<file path="src/rtl/irq_trap_pkg.sv">
package irq_trap_pkg;
    typedef enum logic [2:0] {
        ST_BOOT    = 3'd0,
        ST_RUN     = 3'd1,
        ST_FLUSH   = 3'd2,
        ST_HANDLER = 3'd3,
        ST_RETURN  = 3'd4
    } trap_state_e;
endpackage

</file>
<file path="src/rtl/irq_level_sync.sv">
module irq_level_sync #(
    parameter int LVL_W       = 4,
    parameter int SYNC_STAGES = 2
) (
    input  logic             clk,
    input  logic             rst_n,
    input  logic [LVL_W-1:0] lvl_in,
    output logic [LVL_W-1:0] lvl_out,
    output logic             lvl_steady
);
    logic [LVL_W-1:0] chain_q [SYNC_STAGES];
    logic [LVL_W-1:0] hold_q;

    genvar g;
    generate
        for (g = 0; g < SYNC_STAGES; g++) begin : g_stage
            if (g == 0) begin : g_first
                always_ff @(posedge clk or negedge rst_n) begin
                    if (!rst_n) chain_q[g] <= '0;
                    else        chain_q[g] <= lvl_in;
                end
            end else begin : g_next
                always_ff @(posedge clk or negedge rst_n) begin
                    if (!rst_n) chain_q[g] <= '0;
                    else        chain_q[g] <= chain_q[g-1];
                end
            end
        end
    endgenerate

    always_ff @(posedge clk or negedge rst_n) begin
        if (!rst_n) hold_q <= '0;
        else        hold_q <= chain_q[SYNC_STAGES-1];
    end

    assign lvl_out    = chain_q[SYNC_STAGES-1];
    assign lvl_steady = (chain_q[SYNC_STAGES-1] == hold_q);
endmodule

</file>
<file path="src/rtl/irq_accept.sv">
module irq_accept #(
    parameter int LVL_W = 4
) (
    input  logic [LVL_W-1:0] lvl,
    input  logic             lvl_steady,
    input  logic [LVL_W-1:0] pil,
    input  logic             traps_on,
    input  logic             armed,
    output logic             take
);
    localparam logic [LVL_W-1:0] NMI_LVL = {LVL_W{1'b1}};

    logic is_nmi, maskable_ok;

    always_comb begin
        is_nmi      = (lvl == NMI_LVL);
        maskable_ok = traps_on && (lvl != '0) && (lvl > pil);
        take        = armed && lvl_steady && (is_nmi || maskable_ok);
    end
endmodule

</file>
<file path="src/rtl/irq_trap_ctrl.sv">
module irq_trap_ctrl
    import irq_trap_pkg::*;
#(
    parameter int          PC_W        = 32,
    parameter int          LVL_W       = 4,
    parameter int          TT_W        = 8,
    parameter int          VEC_SHIFT   = 4,
    parameter int          SYNC_STAGES = 2,
    parameter logic [7:0]  TT_IRQ_BASE = 8'h10
) (
    input  logic             clk,
    input  logic             rst_n,
    input  logic [LVL_W-1:0] irq_level,
    input  logic [LVL_W-1:0] pil,
    input  logic [PC_W-1:0]  trap_base,
    input  logic [PC_W-1:0]  cur_pc,
    input  logic [PC_W-1:0]  next_pc,
    input  logic             rett,
    output logic             flush,
    output logic [PC_W-1:0]  handler_pc,
    output logic [TT_W-1:0]  trap_type,
    output logic             supervisor,
    output logic             traps_enabled,
    output logic             resume,
    output logic [PC_W-1:0]  resume_pc,
    output logic [PC_W-1:0]  resume_npc
);
    localparam int              BASE_W  = PC_W - TT_W - VEC_SHIFT;
    localparam logic [LVL_W-1:0] NMI_LVL = {LVL_W{1'b1}};
    localparam logic [TT_W-1:0]  NMI_TT  = TT_W'(TT_IRQ_BASE) + TT_W'(NMI_LVL);

    trap_state_e state_q, state_d;

    logic [LVL_W-1:0]  s_lvl;
    logic              s_steady;
    logic              armed, take, leave;
    logic              super_q, prev_super_q, et_q;
    logic [PC_W-1:0]   pc_q, npc_q;
    logic [TT_W-1:0]   tt_q;
    logic [BASE_W-1:0] base_q;

    irq_level_sync #(.LVL_W(LVL_W), .SYNC_STAGES(SYNC_STAGES)) u_sync (
        .clk        (clk),
        .rst_n      (rst_n),
        .lvl_in     (irq_level),
        .lvl_out    (s_lvl),
        .lvl_steady (s_steady)
    );

    assign armed = (state_q == ST_BOOT) || (state_q == ST_RUN);

    irq_accept #(.LVL_W(LVL_W)) u_accept (
        .lvl        (s_lvl),
        .lvl_steady (s_steady),
        .pil        (pil),
        .traps_on   (et_q),
        .armed      (armed),
        .take       (take)
    );

    assign leave = rett && ((state_q == ST_HANDLER) || (state_q == ST_BOOT));

    // next state
    always_comb begin
        state_d = state_q;
        unique case (state_q)
            ST_BOOT:    if (take) state_d = ST_FLUSH;
                        else if (leave) state_d = ST_RETURN;
            ST_RUN:     if (take) state_d = ST_FLUSH;
            ST_FLUSH:   state_d = ST_HANDLER;
            ST_HANDLER: if (leave) state_d = ST_RETURN;
            ST_RETURN:  state_d = ST_RUN;
            default:    state_d = ST_BOOT;
        endcase
    end

    // state register
    always_ff @(posedge clk or negedge rst_n) begin
        if (!rst_n) state_q <= ST_BOOT;
        else        state_q <= state_d;
    end

    // status bits and trap context
    always_ff @(posedge clk or negedge rst_n) begin
        if (!rst_n) begin
            super_q      <= 1'b1;
            prev_super_q <= 1'b0;
            et_q         <= 1'b0;
            pc_q         <= '0;
            npc_q        <= '0;
            tt_q         <= '0;
            base_q       <= '0;
        end else if (take) begin
            prev_super_q <= super_q;
            super_q      <= 1'b1;
            et_q         <= 1'b0;
            pc_q         <= cur_pc;
            npc_q        <= next_pc;
            tt_q         <= TT_W'(TT_IRQ_BASE) + TT_W'(s_lvl);
            base_q       <= trap_base[PC_W-1 -: BASE_W];
        end else if (leave) begin
            super_q      <= prev_super_q;
            et_q         <= 1'b1;
        end
    end

    // outputs
    always_comb begin
        flush         = (state_q == ST_FLUSH);
        resume        = (state_q == ST_RETURN);
        handler_pc    = {base_q, tt_q, {VEC_SHIFT{1'b0}}};
        trap_type     = tt_q;
        supervisor    = super_q;
        traps_enabled = et_q;
        resume_pc     = pc_q;
        resume_npc    = npc_q;
    end

    a_r5_flush_single: assert property (@(posedge clk) disable iff (!rst_n)
        flush |=> !flush);

    a_r5_mode_on_entry: assert property (@(posedge clk) disable iff (!rst_n)
        flush |-> (supervisor && !traps_enabled));

    a_r3_nmi_taken: assert property (@(posedge clk) disable iff (!rst_n)
        (armed && s_steady && s_lvl == NMI_LVL) |=> flush);

    a_r2_maskable_needs_et: assert property (@(posedge clk) disable iff (!rst_n)
        (flush && trap_type != NMI_TT) |-> $past(traps_enabled));

    a_r8_resume_after_rett: assert property (@(posedge clk) disable iff (!rst_n)
        resume |-> (traps_enabled && $past(rett)));

    a_r9_run_rett_ignored: assert property (@(posedge clk) disable iff (!rst_n)
        (state_q == ST_RUN && rett && !take) |=> (!resume && $stable(supervisor)));
endmodule

</file>
<file path="config.mk">
export PLATFORM = sky130hd
export DESIGN_NAME = irq_trap_ctrl
export DESIGN_NICKNAME = d
export VERILOG_FILES = /design/src/rtl/irq_trap_pkg.sv /design/src/rtl/irq_level_sync.sv /design/src/rtl/irq_accept.sv /design/src/rtl/irq_trap_ctrl.sv
export SDC_FILE = /design/constraint.sdc
export NUM_CORES = 1
export LEC_CHECK = 0
export BUFFER_PORTS_ARGS = -buffer_cell sky130_fd_sc_hd__buf_2
export CAP_MARGIN = 10
export CORE_MARGIN = 2
export CORE_UTILIZATION = 34
export CTS_CLUSTER_DIAMETER = 60
export DETAILED_ROUTE_END_ITERATION = 8
export PLACE_DENSITY = 0.62
export SYNTH_ARGS = -nofsm -noshare
export SYNTH_HDL_FRONTEND = slang
export SYNTH_SLANG_ARGS = --single-unit
</file>
<file path="constraint.sdc">
create_clock -name clk -period 2.4 [get_ports clk]
set_input_delay 0.12 -clock clk [delete_from_list [all_inputs] [get_ports clk]]
set_output_delay 0.12 -clock clk [all_outputs]
set_load 0.02 [all_outputs]
</file>
### Yosys cells after proc, flatten, opt, wreduce, memory -nomap -nowiden

Index checks and enable logic that the tools add are counted.

* flip-flop bits (word level): 110
* bits of input ports: 107
* output and inout port bits: 108
* logic and storage cells: 39

* $add $sub $neg: 1
* order comparisons: 1
* eq/ne operators: 7
* multiplexer cells: 8
* reductions and logical operators: 11

Operators with widths (number)
* 3-bit case mux with 5 select lines: 1
* 3-bit 2-to-1 mux: 3
* 5-bit by 4-bit adder with 6-bit output (first input constant): 1
* 3-bit by 2-bit == test with 1-bit output (second input constant): 2
* 1-bit logical AND: 5
* 4-bit == test: 1
* 4-bit == test (second input constant): 1
* 4-bit > comparator: 1
* 1-bit 2-to-1 mux: 4
* 4-bit nonzero test: 1
* 3-bit by 1-bit == test with 1-bit output (second input constant): 1
* 3-bit == test (second input constant): 1
* 3-bit zero test: 1
* 1-bit logical OR: 3
* 2-bit inequality test (second input constant): 1
* 2-bit nonzero test: 1

### Depth between registers and ports, before layout

Gate-level depths: netlist (run 1).

* word-level depth: 7
* gate-level depth with buffers: 9

### Cells and area by module

A second synthesis (run 1) with hierarchy kept.

* cells, all modules: 272
* area total of the unflattened synthesis: 4226.6 µm²

By module, submodules not included
* irq_trap_ctrl: times used 1, cells an instance 233, area each 3718.6 µm²
* irq_level_sync: times used 1, cells an instance 21, area each 377.9 µm²
* irq_accept: times used 1, cells an instance 18, area each 130.1 µm²

### Least setup slack after synthesis (run 1)

No wires, ideal clock.

* path type: reg-to-reg
* start point: reg u_sync.chain_q (netlist bit u_sync.lvl_out[1])
* end point: reg pc_q[2], in the netlist resume_pc[2]
* data arrival time: 1.987 ns
* required time: 2.273 ns
* path slack: 0.286 ns
* stages on the path, launching flop included: 9
* buffers on the path: 2
* period minus slack after synthesis: 2.114 ns
* path through: dfrtp_1 -> ha_1 -> nor2b_1 -> o211ai_1 -> a211o_1 -> a21oi_2 -> buf_6 -> buf_4 -> mux2_1

* cells in the longest elaborated chain, start to end: 5
* elaborated cells between the ends (all ways): 9

RTL lines
* start: declaration: line irq_level_sync.sv:11 `logic [LVL_W-1:0] chain_q [SYNC_STAGES];`
* start signal: indexed assignment: line irq_level_sync.sv:25 `else chain_q[g] <= chain_q[g-1];`
* branches (longest 4 deep; another with 4-bit > comparator)
* 1-bit logical AND (*): line irq_accept.sv:18 `take = armed && lvl_steady && (is_nmi || maskable_ok);`
* end signal: assignment: line irq_trap_ctrl.sv:97 `pc_q <= cur_pc;`
* end: declaration: line irq_trap_ctrl.sv:38 `logic [PC_W-1:0] pc_q, npc_q;`

Every way passes the cells marked *.
A chain may end at the register's enable or synchronous reset.

### Final worst setup path (run 1)

* start point: reg u_sync.chain_q (netlist bit u_sync.lvl_out[3])
* end point: reg npc_q[0], in the netlist resume_npc[0]

* cells in the longest elaborated chain, start to end: 5
* elaborated cells between the ends (all ways): 9

RTL lines
* branches (longest 4 deep; another with 4-bit > comparator)
* 1-bit logical AND (*): line irq_accept.sv:18
* end signal: assignment: line irq_trap_ctrl.sv:98 `npc_q <= next_pc;`
* end: declaration: line irq_trap_ctrl.sv:38

Marks and branches as above.

==> flow_summary.ini, run 1 <==
[outcome]
status = finished, final reports clean

[setup_path]
cp-endpoint = resume_npc[0]$_DFFE_PN0P_
max_stage_delay_ns = 0.46
critPathMaxFanout = 35
worstRegToRegCells = 7
regToRegStartpoint = u_sync.lvl_out[3]$_DFF_PN0_
required_ns = 2.61
crit_start = u_sync.lvl_out[3]$_DFF_PN0_
worstReg2RegEnd = resume_npc[0]$_DFFE_PN0P_
path_class = reg -> reg
critPathArrivalTime_ns = 2.45
timing.reg2reg.setup_slack_ns = 0.16
cp_cell_sequence = ha_1 > nand4_1 > nand2_1 > a211o_1 > a21oi_4 > buf_12 > mux2_1
critical_path.endpoint_type = flop
cp-start-kind = flop
cp_slowest_cell = dfrtp_1

[pwr]
power_leakage_nw = 3.063
p_sw_frac = 0.3667
clkPwrFrac = 0.198
totalPowerFinal_mw = 7.435
seq_power_share = 0.404
ir_worst_vdd_mv = 0.7389
combPwrFrac = 0.398
p_per_area_mw_per_mm2 = 1167
p_int_mw = 4.709
p_switching_mw = 2.726

[synth]
yosys.area_share.simple = 0.01773
synth_xor_area_frac = 0.01052
synth_top_family_by_area = multiplexers
synth_top_flop_cell = dfrtp_1
synthAdderAreaFrac = 0.01202
synth_compound_area_frac = 0.01924
async_reset_ff_frac = 1.000
synthesis.area_mm2 = 0.004163
yosysWarningCount = 0
yosys-top-cells-area = dfrtp_1 (64%), mux2_2 (12%), mux2_1 (12%), buf_4 (2.9%), buf_6 (1.4%)
synthMuxAreaShare = 0.2408
syn_avg_cell_area_um2 = 15.77
yosysTopAreaCell = dfrtp_1
syn_inst = 264
synth_seq_cells = 107
ys_types = 30
ys_seq_area_frac = 0.6435
synth_top_cell_area_share = 0.6372
synth_edf_count = 0

[sta]
hold_viol_final = 0
tightestPinTransition_ns = 0.7551
setup_viol = 0
slew_violations = 0
fin_hold_ws_ns = 0.01801
fin_crit_sh = 0.9314
timing.final.ws_setup_ns = 0.1646
relSlewSlack = 0.4966
skew_ns = 0.005788
min_period_ns = 2.235
tns_ns = 0
fmax_ghz = 0.4473
rsz0062_at_grt = false

[clock_tree]
cts_buffers = 9
clk_latency_ns = 0.34
cts-root-buf = clkbuf_16
clkSinkCount = 107
post_cts_buffers = 0
cts_max_level = 3
clk_pin_slew_ns = 0.06
cts_tree = done
clock_path_buffers = 2

[die]
ios = 215
start_util = 0.3480
core_mm2 = 0.01196
die_w_um = 114.7
die_h_um = 114.7
row_count = 40
die_area_mm2 = 0.01314

[route]
routed_wirelength_mm = 9.463
post-route-drc-count = 0
drt_iter0_markers = 109
via_per_inst = 4.451
wl_per_cell_um = 13.71
firstDrtPassIters = 3
num_vias = 3071
ant_nets = 0

[cells_and_area]
layout_common_cells = buf_2 (191), dfrtp_1 (106), dlygate4sd3_1 (80)
diodes = 0
drive_above_1_share = 0.4880
multi_input_area_mm2 = 0.001295
seqCellArea_mm2 = 0.002679
syn_to_final_growth_pct = 53.11
layout_commonest_cell = buf_2
fill_cells = 1010
nets = 649

[grt]
grt_pass1_vias = 3245
grt_start_max_net_pins = 60
overflow = 0
grt_pass1_wl_mm = 14.79
antenna_found_initial = 0
track_usage = 0.1452

[min_path]
hold_class = in -> reg

[placement]
portBuffers = 192
preCtsSetupSlack_ns = 0.1515
gp_congestion = 0.7035
hpwl_mm = 6.284

[run]
maxCapViolations = 0
sequential cells by signal, indices dropped and copies added, names as in the netlist:
name,cells
u_sync.chain_q,4
u_sync.hold_q,4
resume_pc,32
u_sync.lvl_out,4
state_q,3
resume_npc,32
base_q,20
prev_super_q,1
trap_type,5
supervisor,1
traps_enabled,1
kinds of logic (layout without fill, tap and decap cells):
group	count (synthesis)	in the layout
AO/OA/AOI/OAI	10	10
adder cells (fa/ha/maj)	4	4
AND/OR/NAND/NOR	14	14
buffers and inverters	34	304
flip-flops	107	107
other	1	10
XOR/XNOR	5	5
multiplexers	89	89
power by group through the flow:
| stage | clock [mW] | sequential, mW | combinational (mW) |
|---|---|---|---|
| finish | 1.47 | 3.00 | 2.96 |
| global route | 1.59 | 3.11 | 3.17 |
| CTS | 1.54 | 3.01 | 2.99 |
| detailed placement | 0 | 3.03 | 2.88 |
| global placement | 0 | 2.99 | 2.83 |
| floorplan | 0 | 3.98 | 0.845 |
worst min-delay path by stage:
| stage | to | startpoint | cells after the start |
|---|---|---|---|
| floorplan | base_q[0]$_DFFE_PN0P_ | rst_n | 0 |
| global placement | resume_pc[2]$_DFFE_PN0P_ | rst_n | 1 |
| detailed placement | u_sync.chain_q[5]$_DFF_PN0_ | irq_level[1] | 1 |
| CTS | resume_pc[27]$_DFFE_PN0P_ | cur_pc[27] | 2 |
| global route | resume_pc[27]$_DFFE_PN0P_ | cur_pc[27] | 2 |
| finish | resume_pc[27]$_DFFE_PN0P_ | cur_pc[27] | 2 |
cell usage after synthesis, types with 2 or more instances:
cell type	number
buf_2	4
mux2_1	44
nand4_1	3
a211o_1	2
ha_1	4
nand2_1	2
nor2_1	2
mux2_2	45
a21oi_1	2
dfrtp_1	106
buf_4	16
buf_6	5
xnor2_1	4
nor3_1	2
inv_1	8
routing by layer:
metal  part of all wire  global-route usage  wire length [um]  vias to the layer above
met2               0.52              0.2588              4884                      128
met4              0.025             0.06341               238                        0
met5                  0                   0                 0                        -
met1               0.39              0.1552              3680                     1485
li1                   -                   -                 -                     1437
met3              0.070             0.05029               659                       21
worst max-delay path, delay by kind of cell (launching register included):
| family | cells | cell delay, ns |
|---|---|---|
| AO/OA/AOI/OAI | 2 | 0.53 |
| buffers and inverters | 1 | 0.25 |
| AND/OR/NAND/NOR | 2 | 0.15 |
| multiplexers | 1 | 0.36 |
| flip-flops | 1 | 0.46 |
| adder cells (fa/ha/maj) | 1 | 0.34 |
cell type report:
class,count,share of cell area
Tap cell,147,0.02886
Timing Repair Buffer,280,0.2941
Inverter,8,0.004711
Clock buffer,16,0.04888
Sequential cell,107,0.4203
Multi-Input combinational cell,132,0.2032
timing repair:
action / CTS / global route
hold buffers: 80 / 0
hold endpoints to repair: 135 / 0
resized for setup: 0 / 0
endpoints found under the setup margin: 0 / 0
per-stage QoR:
step | std cells | instance area (um2) | util
floorplan | 273 | 4197 | -
global placement | 594 | 5261 | 0.4399
detailed placement | 594 | 5261 | 0.4399
CTS | 690 | 6374 | 0.5328
global route | 690 | 6374 | 0.5328
finish | 690 | 6374 | 0.5328
(Power assumes the default switching activity.)
==> inputs of run 2 (changes only) <==
--- a/config.mk
+++ b/config.mk
@@ -5,13 +5,13 @@
 export SDC_FILE = /design/constraint.sdc
 export NUM_CORES = 1
 export LEC_CHECK = 0
-export BUFFER_PORTS_ARGS = -buffer_cell sky130_fd_sc_hd__buf_2
+export BUFFER_PORTS_ARGS = -buffer_cell sky130_fd_sc_hd__clkbuf_2
 export CAP_MARGIN = 10
 export CORE_MARGIN = 2
-export CORE_UTILIZATION = 34
+export CORE_UTILIZATION = 45
 export CTS_CLUSTER_DIAMETER = 60
 export DETAILED_ROUTE_END_ITERATION = 8
-export PLACE_DENSITY = 0.62
+export PLACE_DENSITY = 0.79
 export SYNTH_ARGS = -nofsm -noshare
 export SYNTH_HDL_FRONTEND = slang
 export SYNTH_SLANG_ARGS = --single-unit
==> flow_summary.ini, run 2 (same netlist as run 1, synthesis figures left out) <==
[cells_and_area]
fill_cells = 613
diodes = 0
layout_common_cells = clkbuf_2 (191), dfrtp_1 (105), dlygate4sd3_1 (88)
fin_util = 0.7004
post-route-cell-area_mm2 = 0.006380
finalNonFillerCells = 671
layout_commonest_cell = clkbuf_2
syn_to_final_growth_pct = 53.26
nets = 666
drive_above_1_share = 0.4929

[grt]
grt_pass1_wl_mm = 16.26
overflow = 0
antenna_found_initial = 0
grt_start_max_net_pins = 52
grt_pass1_vias = 3508
track_usage = 0.2077

[die]
die_h_um = 100.2
die_area_mm2 = 0.01004
ios = 215
start_util = 0.4570
row_count = 35
core_mm2 = 0.009109
die_w_um = 100.2

[route]
post-route-drc-count = 0
wl_per_cell_um = 15.47
ant_nets = 0
drt_iter0_markers = 77
routed_wirelength_mm = 10.38
firstDrtPassIters = 4
num_vias = 3175
via_per_inst = 4.732

[sta]
fin_hold_ws_ns = 0.02737
min_period_ns = 2.297
tightestPinTransition_ns = 0.6288
fmax_ghz = 0.4354
slew_violations = 0
hold_viol_final = 0
relSlewSlack = 0.5808
fin_crit_sh = 0.9570
setup_viol = 0
skew_ns = 0.01798

[clock_tree]
clock_path_buffers = 2
cts-root-buf = clkbuf_8
clk_pin_slew_ns = 0.11
cts_buffers = 9
clk_latency_ns = 0.37
cts_tree = done
cts_max_level = 3
clkSinkCount = 107

[pwr]
ir_worst_vdd_mv = 0.6053
p_per_area_mw_per_mm2 = 1115
power_leakage_nw = 3.121

[run]
maxCapViolations = 0

[placement]
portBuffers = 192
post_dp_cell_area_mm2 = 0.005279
dp.cells = 563
hpwl_mm = 6.749
gp_congestion = 0.7361

[setup_path]
critical_path.endpoint_type = flop
max_stage_delay_ns = 0.45
cp_common_cell = buf_12
cp_slowest_cell = dfrtp_2
path_class = reg -> reg
cp_num_buf_inv = 2
cp-start-kind = flop
critPathArrivalTime_ns = 2.54
cp_top_family = compound AO/OA/AOI/OAI gates
cp_cell_sequence = ha_1 > nor2b_2 > o211ai_1 > a211o_1 > a21oi_4 > buf_12 > buf_12 > mux2_2
required_ns = 2.64
critPathMaxFanout = 13

[min_path]
hold_class = in -> reg

[outcome]
status = finished, final reports clean
[run 2: path summary, 6_finish.rpt]
| path | slack (ns) | endpoint | cells after the start | start |
|---|---|---|---|---|
| worst max register to register | 0.10 | resume_pc[15]$_DFFE_PN0P_ | 8 | u_sync.lvl_out[1]$_DFF_PN0_ |
| worst max-delay path | 0.10 | resume_pc[15]$_DFFE_PN0P_ | 8 | u_sync.lvl_out[1]$_DFF_PN0_ |
| min in group asynchronous | 0.31 | base_q[12]$_DFFE_PN0P_ | 2 | rst_n |
| max in group asynchronous | 1.26 | resume_pc[19]$_DFFE_PN0P_ | 3 | rst_n |
| worst min-delay path | 0.03 | resume_npc[5]$_DFFE_PN0P_ | 2 | next_pc[5] |
| worst min register to register | 0.36 | u_sync.lvl_out[1]$_DFF_PN0_ | 0 | u_sync.chain_q[5]$_DFF_PN0_ |
[run 2: power breakdown]
part / internal (mW) / leakage [nW] / switching, mW
registers: 2.60 / 1.25 / 0.444
clock network: 0.422 / 0.0920 / 0.616
logic: 1.23 / 1.78 / 1.80
total: 4.25 / 3.12 / 2.86
[run 2: area by class of cell]
type | instances | area [um2] | share of cell area
inverter | 8 | 30.03 | 0.004707
clock inverter | 5 | 45.04 | 0.007060
sequential | 107 | 2680 | 0.4201
multi-input combinational | 132 | 1297 | 0.2034
tap | 111 | 138.9 | 0.02177
clock buffer | 11 | 141.4 | 0.02216
timing repair buffer | 297 | 2047 | 0.3208
[run 2: per-stage QoR]
stage / TNS, ns / total power, mW / worst slack (ns)
after global routing: -0.001841 / 7.517 / -0.0009517
after CTS: 0 / 7.128 / 0.08870
after global placement: 0 / 5.814 / 0.1581
final: 0 / 7.115 / 0.1032
after floorplan: 0 / 4.825 / 0.2859
after detailed placement: 0 / 5.970 / 0.1185
[run 2: repair_timing]
action / CTS / global route
buffers inserted: 0 / 4
endpoints found under the hold margin: 134 / 0
hold buffers: 88 / 0
resized for setup: 0 / 2
setup endpoints to repair: 0 / 56
[run 2: layer usage]
metal  GRT usage  vias to the layer above  wire [um]
met5           0                        -          0
met3     0.04178                       24        438
met1      0.2326                     1553       3904
li1            -                     1469          -
met4     0.09168                        0        245
met2      0.3810                      129       5791
[run 2: worst reg2reg max path, cell delays in order (launching register included)]
cell and delay [ns]:
dfrtp_2 0.45, ha_1 0.30, nor2b_2 0.14, o211ai_1 0.08
a211o_1 0.30, a21oi_4 0.23, buf_12 0.18, buf_12 0.15
mux2_2 0.35
